**src/rtl/slide_pkg.sv**
```systemverilog
// Package: shared encodings and helpers for the slide engine.
// Assumes elements are at most 64 bits wide.
package slide_pkg;

    localparam logic [6:0] OPC_VECTOR = 7'b1010111;
    localparam logic [5:0] DIR_UP     = 6'b001110;
    localparam logic [5:0] DIR_DOWN   = 6'b001111;
    localparam logic [2:0] FORM_REG   = 3'b100;
    localparam logic [2:0] FORM_IMM   = 3'b011;
    localparam logic [2:0] FORM_ONE   = 3'b110;

    typedef enum logic [1:0] {
        SK_UP    = 2'd0,
        SK_DOWN  = 2'd1,
        SK_UP1   = 2'd2,
        SK_DOWN1 = 2'd3
    } slide_kind_e;

    typedef enum logic [1:0] {
        ST_IDLE = 2'd0,
        ST_RUN  = 2'd1,
        ST_FIN  = 2'd2
    } slide_state_e;

    // Returns a mask covering the low bits of one element of the given width code.
    function automatic logic [63:0] width_mask(input logic [1:0] sew);
        case (sew)
            2'd0:    width_mask = 64'h0000_0000_0000_00FF;
            2'd1:    width_mask = 64'h0000_0000_0000_FFFF;
            2'd2:    width_mask = 64'h0000_0000_FFFF_FFFF;
            default: width_mask = 64'hFFFF_FFFF_FFFF_FFFF;
        endcase
    endfunction

endpackage

```
**src/rtl/slide_decode.sv**
```systemverilog
// Module: slide_decode
// Turns the instruction fields into a slide variant and an offset, and
// decides whether the operation is legal. Purely combinational.
// Assumes register grouping is one register, so overlap with v0 means vd == 0.
module slide_decode
    import slide_pkg::*;
#(
    parameter int XLEN = 64
) (
    input  logic [6:0]      major_i,
    input  logic [5:0]      funct6_i,
    input  logic [2:0]      funct3_i,
    input  logic            vm_i,
    input  logic [4:0]      vd_i,
    input  logic [4:0]      vs2_i,
    input  logic [4:0]      imm_i,
    input  logic [XLEN-1:0] scalar_i,
    output slide_kind_e     kind_o,
    output logic [XLEN-1:0] offset_o,
    output logic            legal_o
);

    logic is_up;
    logic is_down;
    logic form_ok;
    logic is_one;

    // Classifies the encoding and checks the register-use rules.
    always_comb begin
        is_up   = (funct6_i == DIR_UP);
        is_down = (funct6_i == DIR_DOWN);
        is_one  = (funct3_i == FORM_ONE);
        form_ok = (funct3_i == FORM_REG) || (funct3_i == FORM_IMM) || is_one;

        if (is_up) kind_o = is_one ? SK_UP1 : SK_UP;
        else       kind_o = is_one ? SK_DOWN1 : SK_DOWN;

        offset_o = (funct3_i == FORM_IMM) ? XLEN'(imm_i) : scalar_i;

        legal_o = (major_i == OPC_VECTOR) && (is_up || is_down) && form_ok
                  && !(is_up && (vd_i == vs2_i))
                  && !(!vm_i && (vd_i == 5'd0));
    end

endmodule

```
**src/rtl/slide_elem_pick.sv**
```systemverilog
// Module: slide_elem_pick
// Reads element idx of width code sew out of a flat vector, zero-extended
// to 64 bits. An index past the end of the vector reads as zero.
module slide_elem_pick
    import slide_pkg::*;
#(
    parameter int VLEN  = 256,
    parameter int IDX_W = 6
) (
    input  logic [VLEN-1:0]  vec_i,
    input  logic [IDX_W-1:0] idx_i,
    input  logic [1:0]       sew_i,
    output logic [63:0]      elem_o
);

    localparam int SH_W = IDX_W + 6;

    logic [SH_W-1:0] bit_sh;
    logic [VLEN-1:0] shifted;

    // Aligns the wanted element to bit 0 and masks it to its width.
    always_comb begin
        bit_sh  = SH_W'({idx_i, 3'b000}) << sew_i;
        shifted = vec_i >> bit_sh;
        elem_o  = shifted[63:0] & width_mask(sew_i);
    end

endmodule

```
**src/rtl/slide_lane_calc.sv**
```systemverilog
// Module: slide_lane_calc
// For the current element index, decides whether the destination element is
// written and with what value: variant mapping, masking, out-of-range zero
// and tail clearing. Assumes vl <= emax and idx < emax.
module slide_lane_calc
    import slide_pkg::*;
#(
    parameter int VLEN  = 256,
    parameter int XLEN  = 64,
    parameter int CNT_W = 6
) (
    input  slide_kind_e     kind_i,
    input  logic [CNT_W-1:0] idx_i,
    input  logic [CNT_W-1:0] vl_i,
    input  logic [CNT_W-1:0] emax_i,
    input  logic [XLEN-1:0]  offset_i,
    input  logic             vm_i,
    input  logic             mbit_i,
    input  logic [XLEN-1:0]  scalar_i,
    input  logic [1:0]       sew_i,
    input  logic [VLEN-1:0]  src_i,
    output logic             we_o,
    output logic [63:0]      wdata_o
);

    logic [CNT_W-1:0] src_idx;
    logic [63:0]      src_elem;
    logic [XLEN:0]    down_sum;
    logic             down_past;
    logic             up_reach;
    logic             active;
    logic             last;
    logic [63:0]      ins_val;

    // Works out the source index and the range conditions for this index.
    always_comb begin
        down_sum  = {1'b0, offset_i} + (XLEN+1)'(idx_i);
        down_past = down_sum >= (XLEN+1)'(emax_i);
        up_reach  = offset_i <= XLEN'(idx_i);
        active    = idx_i < vl_i;
        last      = idx_i == (vl_i - CNT_W'(1));
        ins_val   = 64'(scalar_i) & width_mask(sew_i);
        case (kind_i)
            SK_UP:   src_idx = idx_i - CNT_W'(offset_i);
            SK_DOWN: src_idx = down_sum[CNT_W-1:0];
            SK_UP1:  src_idx = idx_i - CNT_W'(1);
            default: src_idx = idx_i + CNT_W'(1);
        endcase
    end

    slide_elem_pick #(
        .VLEN  (VLEN),
        .IDX_W (CNT_W)
    ) pick_i (
        .vec_i  (src_i),
        .idx_i  (src_idx),
        .sew_i  (sew_i),
        .elem_o (src_elem)
    );

    // Chooses write enable and data from the variant, mask and tail rules.
    always_comb begin
        we_o    = 1'b0;
        wdata_o = 64'd0;
        if (!active) begin
            we_o = 1'b1;
        end else if (vm_i || mbit_i) begin
            case (kind_i)
                SK_UP: begin
                    we_o    = up_reach;
                    wdata_o = src_elem;
                end
                SK_DOWN: begin
                    we_o    = 1'b1;
                    wdata_o = down_past ? 64'd0 : src_elem;
                end
                SK_UP1: begin
                    we_o    = 1'b1;
                    wdata_o = (idx_i == '0) ? ins_val : src_elem;
                end
                default: begin
                    we_o    = 1'b1;
                    wdata_o = last ? ins_val : src_elem;
                end
            endcase
        end
    end

endmodule

```
**src/rtl/slide_engine.sv**
```systemverilog
// Module: slide_engine (top)
// Runs one slide operation over a local destination image: captures the
// operands on start, visits one element index per clock from 0 to
// elem_max-1, reports each write, then pulses done. Illegal operations skip
// straight to done with illegal set. Assumes elem_max * element width <= VLEN
// and vl <= elem_max.
module slide_engine
    import slide_pkg::*;
#(
    parameter int VLEN = 256,
    parameter int XLEN = 64
) (
    input  logic                   clk,
    input  logic                   rst_n,
    input  logic                   start,
    input  logic [6:0]             op_major,
    input  logic [5:0]             op_funct6,
    input  logic [2:0]             op_funct3,
    input  logic                   op_vm,
    input  logic [4:0]             vd_sel,
    input  logic [4:0]             vs2_sel,
    input  logic [4:0]             imm5,
    input  logic [XLEN-1:0]        scalar,
    input  logic [$clog2(VLEN/8+1)-1:0] vl,
    input  logic [1:0]             sew,
    input  logic [$clog2(VLEN/8+1)-1:0] elem_max,
    input  logic [VLEN-1:0]        src_vec,
    input  logic [VLEN/8-1:0]      mask_vec,
    input  logic [VLEN-1:0]        dst_init,
    output logic                   busy,
    output logic                   wr_valid,
    output logic [$clog2(VLEN/8+1)-1:0] wr_idx,
    output logic [63:0]            wr_data,
    output logic [VLEN-1:0]        dst_vec,
    output logic                   done,
    output logic                   illegal
);

    localparam int MAX_ELEMS = VLEN / 8;
    localparam int CNT_W     = $clog2(MAX_ELEMS + 1);
    localparam int SH_W      = CNT_W + 6;

    slide_state_e         state_q;
    logic [CNT_W-1:0]     idx_q;
    slide_kind_e          kind_q;
    logic [XLEN-1:0]      off_q;
    logic                 vm_q;
    logic [MAX_ELEMS-1:0] mask_q;
    logic [XLEN-1:0]      scalar_q;
    logic [CNT_W-1:0]     vl_q;
    logic [CNT_W-1:0]     emax_q;
    logic [1:0]           sew_q;
    logic [VLEN-1:0]      src_q;
    logic [VLEN-1:0]      dst_q;
    logic                 ill_q;
    logic                 wr_valid_q;
    logic [CNT_W-1:0]     wr_idx_q;
    logic [63:0]          wr_data_q;
    logic                 done_q;
    logic                 illegal_q;

    slide_kind_e          dec_kind;
    logic [XLEN-1:0]      dec_off;
    logic                 dec_legal;
    logic                 lane_we;
    logic [63:0]          lane_data;
    logic [MAX_ELEMS-1:0] mask_sh;
    logic                 mask_bit;
    logic [SH_W-1:0]      put_sh;
    logic [VLEN-1:0]      put_mask;
    logic [VLEN-1:0]      dst_next;

    slide_decode #(
        .XLEN (XLEN)
    ) decode_i (
        .major_i  (op_major),
        .funct6_i (op_funct6),
        .funct3_i (op_funct3),
        .vm_i     (op_vm),
        .vd_i     (vd_sel),
        .vs2_i    (vs2_sel),
        .imm_i    (imm5),
        .scalar_i (scalar),
        .kind_o   (dec_kind),
        .offset_o (dec_off),
        .legal_o  (dec_legal)
    );

    // Selects the mask bit of the element being visited.
    always_comb begin
        mask_sh  = mask_q >> idx_q;
        mask_bit = mask_sh[0];
    end

    slide_lane_calc #(
        .VLEN  (VLEN),
        .XLEN  (XLEN),
        .CNT_W (CNT_W)
    ) lane_i (
        .kind_i   (kind_q),
        .idx_i    (idx_q),
        .vl_i     (vl_q),
        .emax_i   (emax_q),
        .offset_i (off_q),
        .vm_i     (vm_q),
        .mbit_i   (mask_bit),
        .scalar_i (scalar_q),
        .sew_i    (sew_q),
        .src_i    (src_q),
        .we_o     (lane_we),
        .wdata_o  (lane_data)
    );

    // Merges the computed element into the destination image.
    always_comb begin
        put_sh   = SH_W'({idx_q, 3'b000}) << sew_q;
        put_mask = VLEN'(width_mask(sew_q)) << put_sh;
        dst_next = (dst_q & ~put_mask) | (VLEN'(lane_data) << put_sh);
    end

    // Sequencer: operand capture, per-element stepping and done pulse.
    always_ff @(posedge clk) begin
        if (!rst_n) begin
            state_q    <= ST_IDLE;
            idx_q      <= '0;
            kind_q     <= SK_UP;
            off_q      <= '0;
            vm_q       <= 1'b1;
            mask_q     <= '0;
            scalar_q   <= '0;
            vl_q       <= '0;
            emax_q     <= '0;
            sew_q      <= 2'd0;
            src_q      <= '0;
            dst_q      <= '0;
            ill_q      <= 1'b0;
            wr_valid_q <= 1'b0;
            wr_idx_q   <= '0;
            wr_data_q  <= '0;
            done_q     <= 1'b0;
            illegal_q  <= 1'b0;
        end else begin
            wr_valid_q <= 1'b0;
            done_q     <= 1'b0;
            illegal_q  <= 1'b0;
            case (state_q)
                ST_IDLE: begin
                    if (start) begin
                        kind_q   <= dec_kind;
                        off_q    <= dec_off;
                        vm_q     <= op_vm;
                        mask_q   <= mask_vec;
                        scalar_q <= scalar;
                        vl_q     <= vl;
                        emax_q   <= elem_max;
                        sew_q    <= sew;
                        src_q    <= src_vec;
                        dst_q    <= dst_init;
                        idx_q    <= '0;
                        ill_q    <= !dec_legal;
                        state_q  <= (!dec_legal || elem_max == '0) ? ST_FIN : ST_RUN;
                    end
                end
                ST_RUN: begin
                    wr_valid_q <= lane_we;
                    wr_idx_q   <= idx_q;
                    wr_data_q  <= lane_data;
                    if (lane_we) dst_q <= dst_next;
                    idx_q <= idx_q + CNT_W'(1);
                    if (idx_q == emax_q - CNT_W'(1)) state_q <= ST_FIN;
                end
                default: begin
                    done_q    <= 1'b1;
                    illegal_q <= ill_q;
                    state_q   <= ST_IDLE;
                end
            endcase
        end
    end

    assign busy     = (state_q != ST_IDLE);
    assign wr_valid = wr_valid_q;
    assign wr_idx   = wr_idx_q;
    assign wr_data  = wr_data_q;
    assign dst_vec  = dst_q;
    assign done     = done_q;
    assign illegal  = illegal_q;

endmodule

```
**config.mk**
```make
export PLATFORM = sky130hd
export DESIGN_NAME = slide_engine
export DESIGN_NICKNAME = d
export VERILOG_FILES = /design/src/rtl/slide_pkg.sv /design/src/rtl/slide_decode.sv /design/src/rtl/slide_elem_pick.sv /design/src/rtl/slide_lane_calc.sv /design/src/rtl/slide_engine.sv
export SDC_FILE = /design/constraint.sdc
export NUM_CORES = 2
export LEC_CHECK = 0
export BUFFER_PORTS_ARGS = -buffer_cell sky130_fd_sc_hd__buf_2
export CORE_AREA = 2 2 379 381
export DETAILED_ROUTE_END_ITERATION = 12
export DIE_AREA = 0 0 381 383
export PLACE_DENSITY_LB_ADDON = 0.3
export REMOVE_ABC_BUFFERS = 1
export SLEW_MARGIN = 25
export SYNTH_ARGS = -nofsm -noshare
export SYNTH_HDL_FRONTEND = slang
export SYNTH_SLANG_ARGS = --single-unit
```
**constraint.sdc**
```tcl
create_clock -name clk -period 5.95 [get_ports clk]
set_clock_uncertainty 0.05 [all_clocks]
set_input_delay 1.19 -clock clk [delete_from_list [all_inputs] [get_ports clk]]
set_output_delay 1.19 -clock clk [all_outputs]
set_load 0.005 [all_outputs]
```
# After elaboration in Yosys (flattened, before gate mapping)
# Index checks and enable logic that the tools add are counted.
# word_totals
register_bits	771
latchBits	0
ram_bits	0
rom_bits	0
memories	0
# op_classes
addsub	6
mul	0
div	0
magnitude_cmp	3
eq_ne	17
shift	6
muxes	25
bitwise	6
reduce_logical	30
# ops
op	n
two-way mux 256 bit	2
case mux 256 bit (2 select lines)	1
<< shifter 64 x 12 -> 256 bit	2
two-way mux 64 bit	6
case mux 64 bit (3 select lines)	2
bitwise AND 256 bit	1
inverter 256 bit	1
bitwise OR 256 bit	1
>> shifter 256 x 12 -> 64 bit	1
bitwise AND 64 bit	2
adder 64 x 6 -> 65 bit	1
>= comparator 65 x 6 -> 1 bit	1
less-or-equal comparator 64 x 6 -> 1 bit	1
>> shifter 32 x 6 -> 1 bit	1
<< shifter 9 x 2 -> 12 bit	2
case mux 6 bit (3 select lines)	1
subtractor 6 x 1 -> 6 bit (second input constant)	3
equality test 6 x 4 -> 1 bit (second input constant)	2
equality test 6 bit	2
zero test 6 bit	2
two-way mux 2 bit	6
case mux 6 bit (2 select lines)	1
AND reduction 2 bit	4
equality test 7 bit (second input constant)	1
22 further kinds	46

# Depth between registers and ports, before layout
# depth
depth_word	13
depth_mapped	23

# Cells and area by module
# From an unflattened synthesis, not the netlist that was laid out.
# hier_totals
cells_unflattened	6783
area_unflattened_um2	52511.6
# modules_own_cells
module	instances	cells_each	area_each_um2	seq_area_each_um2
slide_engine	1	4552	36074.6	15434.8
slide_elem_pick	1	1395	10866.7	0.0
slide_lane_calc	1	744	4933.5	0.0
slide_decode	1	92	636.9	0.0

# Least setup slack after synthesis
# No wires, ideal clock.
# synth_timing
path_type	register to register
start	register idx_q[1]
end	register dst_q[163], in the netlist dst_vec[163]
setup_time_ps	65
t_arrival_ps	5106
required_ps	5835
slack_ps	729
path_stages_with_launch	19
cell_sequence	dfxtp_1 clkbuf_1 buf_2 inv_1 fa_1 o21bai_1 a2111oi_0 or4b_2 or3_1 a22oi_1 o2111ai_1 nor4b_2 a21oi_2 buf_6 or4_4 a2111oi_2 a21oi_2 o21a_1 nor2_1
# synth_between
elab_chain_len	13
# synth_lines
item	line	rtl
from (decl)	slide_engine.sv:44	logic [CNT_W-1:0] idx_q;
from (signal assigned)	slide_engine.sv:169	idx_q <= idx_q + CNT_W'(1);
adder 64 x 6 -> 65 bit, or another cell as far along	slide_lane_calc.sv:37	down_sum = {1'b0, offset_i} + (XLEN+1)'(idx_i);
case mux 6 bit (3 select lines)	slide_lane_calc.sv:43	case (kind_i)
<< shifter 9 x 2 -> 12 bit	slide_elem_pick.sv:23	bit_sh = SH_W'({idx_i, 3'b000}) << sew_i;
>> shifter 256 x 12 -> 64 bit	slide_elem_pick.sv:24	shifted = vec_i >> bit_sh;
bitwise AND 64 bit	slide_elem_pick.sv:25	elem_o = shifted[63:0] & width_mask(sew_i);
two-way mux 64 bit (on tied branches)	slide_lane_calc.sv:83, slide_lane_calc.sv:75, slide_lane_calc.sv:79	
case mux 64 bit (3 select lines)	slide_lane_calc.sv:68	case (kind_i)
two-way mux 64 bit	slide_lane_calc.sv:67	end else if (vm_i || mbit_i) begin
two-way mux 64 bit	slide_lane_calc.sv:65	if (!active) begin
<< shifter 64 x 12 -> 256 bit	slide_engine.sv:118	dst_next = (dst_q & ~put_mask) | (VLEN'(lane_data) << put_sh);
bitwise OR 256 bit	slide_engine.sv:118	
two-way mux 256 bit	slide_engine.sv:168	if (lane_we) dst_q <= dst_next;
case mux 256 bit (2 select lines)	slide_engine.sv:146	case (state_q)
to (signal assigned)	slide_engine.sv:158	dst_q <= dst_init;
to (signal assigned)	slide_engine.sv:168	
to (decl)	slide_engine.sv:54	logic [VLEN-1:0] dst_q;
# Parallel ways exist; a longest one is shown, timed or not. The select of a mux whose other input is x is not followed.
# A chain may end at the register's enable or synchronous reset.

# Final worst setup path
# layout_timing
start	register idx_q[0]
end	register dst_q[106], in the netlist dst_vec[106]
# Same word-level chain as after synthesis.

==> metrics.txt <==
outcome=finished clean; port bufs=986; CP Launch Type=register; number of enable flip-flop cells after synthesis=0; commonest non-fill, non-tap cells in the layout=nand2_1 (1,231), buf_2 (985), dfxtp_1 (769), a21oi_1 (701), buf_4 (492); largest net degree at the start of global routing=196; Slew Viols, Final=0; critical path class=reg -> reg; Post-Place Cells=9,166; row cnt=139; clock slew at reported path FFs=70 ps; post-route cell area=59,800 µm²; CTS Buf Count=87; htree depth=3; most common cell after layout, fill and taps aside=nand2_1; Via Count=58,669; Cells after Synth=6,276; global-route wire length before repair=432 mm; clk sinks=771; Setup TNS=0 ps; yosys warns=0; Post-Syn Area=47,200 µm²; Core Footprint=142,000 µm²; worst setup path start=idx_q[0]; Crit. End Element=register; dpl cell area=56,700 µm²; met3 wire length=37.5 mm; Starting Density=0.332; CP arrival=6450 ps; max_cap viols=0; # IOs=987; Clock Latency Late Sink=760 ps; M1 WL=135 mm; Async SR Flop Fraction=0; DP HPWL=250 mm; Worst-Margin Slew=1130 ps; Seq/Total Area, Yosys=0.327; vias in the first global route=54,156; VDD IR max=0.214 mV; DR vias/cell=6.27; critical path's slowest cell=nor4b_1; Post-Syn Area per Cell=7.52 µm²; DRT iter0 DRCs=8,132; fraction of layout cells with a size suffix above 1=0.245; Worst Path Max Fanout=21; Worst R2R Path Depth=21; fin worst setup slack=68.6 ps; FF-to-FF setup slack=70 ps; most used cell, CP=buf_4; Final #Nets=8,045; final hold vios=0; CP endpoint=dst_vec[106]; DIE AREA=146,000 µm²; die height=383 µm; synth unique cells=118; min Tclk post-route=5880 ps; Top Layer Used=met5; die span in x=381 µm; critical path cell sequence=ha_1 -> inv_1 -> fa_1 -> nor2b_1 -> o31ai_1 -> buf_4 -> a211oi_1 -> and3_1 -> a21o_4 -> buf_4 -> nor2_1 -> o21ai_0 -> nor4b_1 -> buf_4 -> o311ai_0 -> o21a_1 -> a32oi_1 -> buf_4 -> o21ai_0 -> buf_4 -> o31a_1; final setup vio count=0; final hold slack=402 ps; Crit path largest cell delay=670 ps; Cell Count, Final, Fillers Out=9,358; Layout area overhead=26.6%; Total GRT Usage=0.412; max frequency=0.170 GHz; initial antenna violation count=45; Place WS=-45.2 ps; Crit path required time=6520 ps; Leak=25.1 nW; Post-Route WL=317 mm; CTS Root Cell=clkbuf_16; R2R Path End=dst_vec[106]; main flop type after synthesis=dfxtp_1; drt pass-1 iters=9; fin crit share=0.988; CTS Buffer Depth=3; pwr/cell area=286 nW/µm²; Yosys reg bits=771; CTS Hold Buffers Added=0; met2 wire length=132 mm; Placer Congestion=1.06; slew margin rel.=0.250; wire per inst=33.9 µm; CTS tree=done; Antenna Nets Post-Route=0; DRC=0; unrepaired setup endpoints after global routing=false; type of the most critical hold path=reg -> reg; GRT overflow=0; R2R Path Start=idx_q[0]
==> routing by layer <==
layer	GRT usage	up-vias
li1	-	25345
met1	0.565	28845
met2	0.601	3827
met3	0.131	630
met4	0.148	22
met5	0	-
==> state kept, by name, summed over array words and instances, names as in the netlist <==
name and flops:
dst_vec 256, src_q 256, off_q 64, scalar_q 64, wr_data 64, mask_q 32
emax_q 6, idx_q 6, vl_q 6, wr_idx 6, kind_q 2, sew_q 2
state_q 2, done 1, ill_q 1, illegal 1, vm_q 1, wr_valid 1
==> what timing repair did <==
item | 4_1_cts | 5_1_grt
endpoints found under the hold margin | 0 | 0
setup endpoints to repair | 26 | 126
buffers inserted | 0 | 1
pin swaps | 0 | 2
gates cloned | 0 | 0
resized for setup | 2 | 16
==> how the worst min path moves through the flow <==
stage / startpoint / end / cells after the start
after detailed placement: wr_data[46] / wr_data[46] / 2
after global routing: mask_q[2] / mask_q[2] / 2
after CTS: mask_q[29] / mask_q[29] / 2
after global placement: wr_data[46] / wr_data[46] / 2
final: wr_data[51] / wr_data[51] / 2
after floorplan: scalar_q[17] / scalar_q[17] / 2
==> where the power goes <==
part	switching, W	internal (W)	leakage [nW]	total (W)
clock network	0.00246	0.00318	1.42	0.00564
logic	0.00380	0.00186	17.3	0.00566
registers	0.000350	0.00546	6.34	0.00581
==> kinds of logic (layout without fill, tap and decap cells) <==
group	after synthesis	count (layout)	synth area share
other cells	0	36	0
buf+inv	601	1744	0.0629
fa+ha+maj	35	35	0.00959
compound gates	2103	2103	0.293
xor+xnor	42	42	0.00779
simple gates	2363	2363	0.220
mux	361	361	0.0799
flops	771	771	0.327
==> cell usage after synthesis (all sizes together) (69+ instances only) <==
library cell | instances | area share
nor3 | 149 | 0.016
nor4 | 83 | 0.012
o22ai | 102 | 0.014
a211oi | 69 | 0.011
nor2 | 479 | 0.038
buf | 163 | 0.023
o21ai | 353 | 0.038
dfxtp | 771 | 0.33
a21oi | 707 | 0.075
a22oi | 190 | 0.031
clkbuf | 340 | 0.027
mux2i | 316 | 0.067
nand3 | 125 | 0.013
nand2 | 1237 | 0.099
o211ai | 86 | 0.014
==> area by class of cell <==
class / instances / area, µm²
Inverter: 62 / 240
Antenna cell: 36 / 90.1
Tap cell: 1903 / 2380
Clock inverter: 30 / 459
Fill cell: 15036 / 82500
Timing Repair Buffer: 1527 / 9620
Clock buffer: 125 / 2470
Multi-Input combinational cell: 4904 / 29100
Sequential cell: 771 / 15400
==> metrics by stage <==
stage | power (W) | util
global placement | 0.0114 | 0.398
floorplan | 0.00863 | -
detailed placement | 0.0113 | 0.398
global route | 0.0175 | 0.420
finish | 0.0171 | 0.420
CTS | 0.0169 | 0.419
==> worst max-delay path: cells and delay by family, from the launching register on <==
family / cells / cell delay, ps
buffers and inverters: 6 / 1160
AOI/OAI and AO/OA: 9 / 1880
DFF: 1 / 410
adders and majority gates: 2 / 690
and+or+nand+nor: 4 / 1530
No activity file was read; power rests on OpenSTA's default activity.
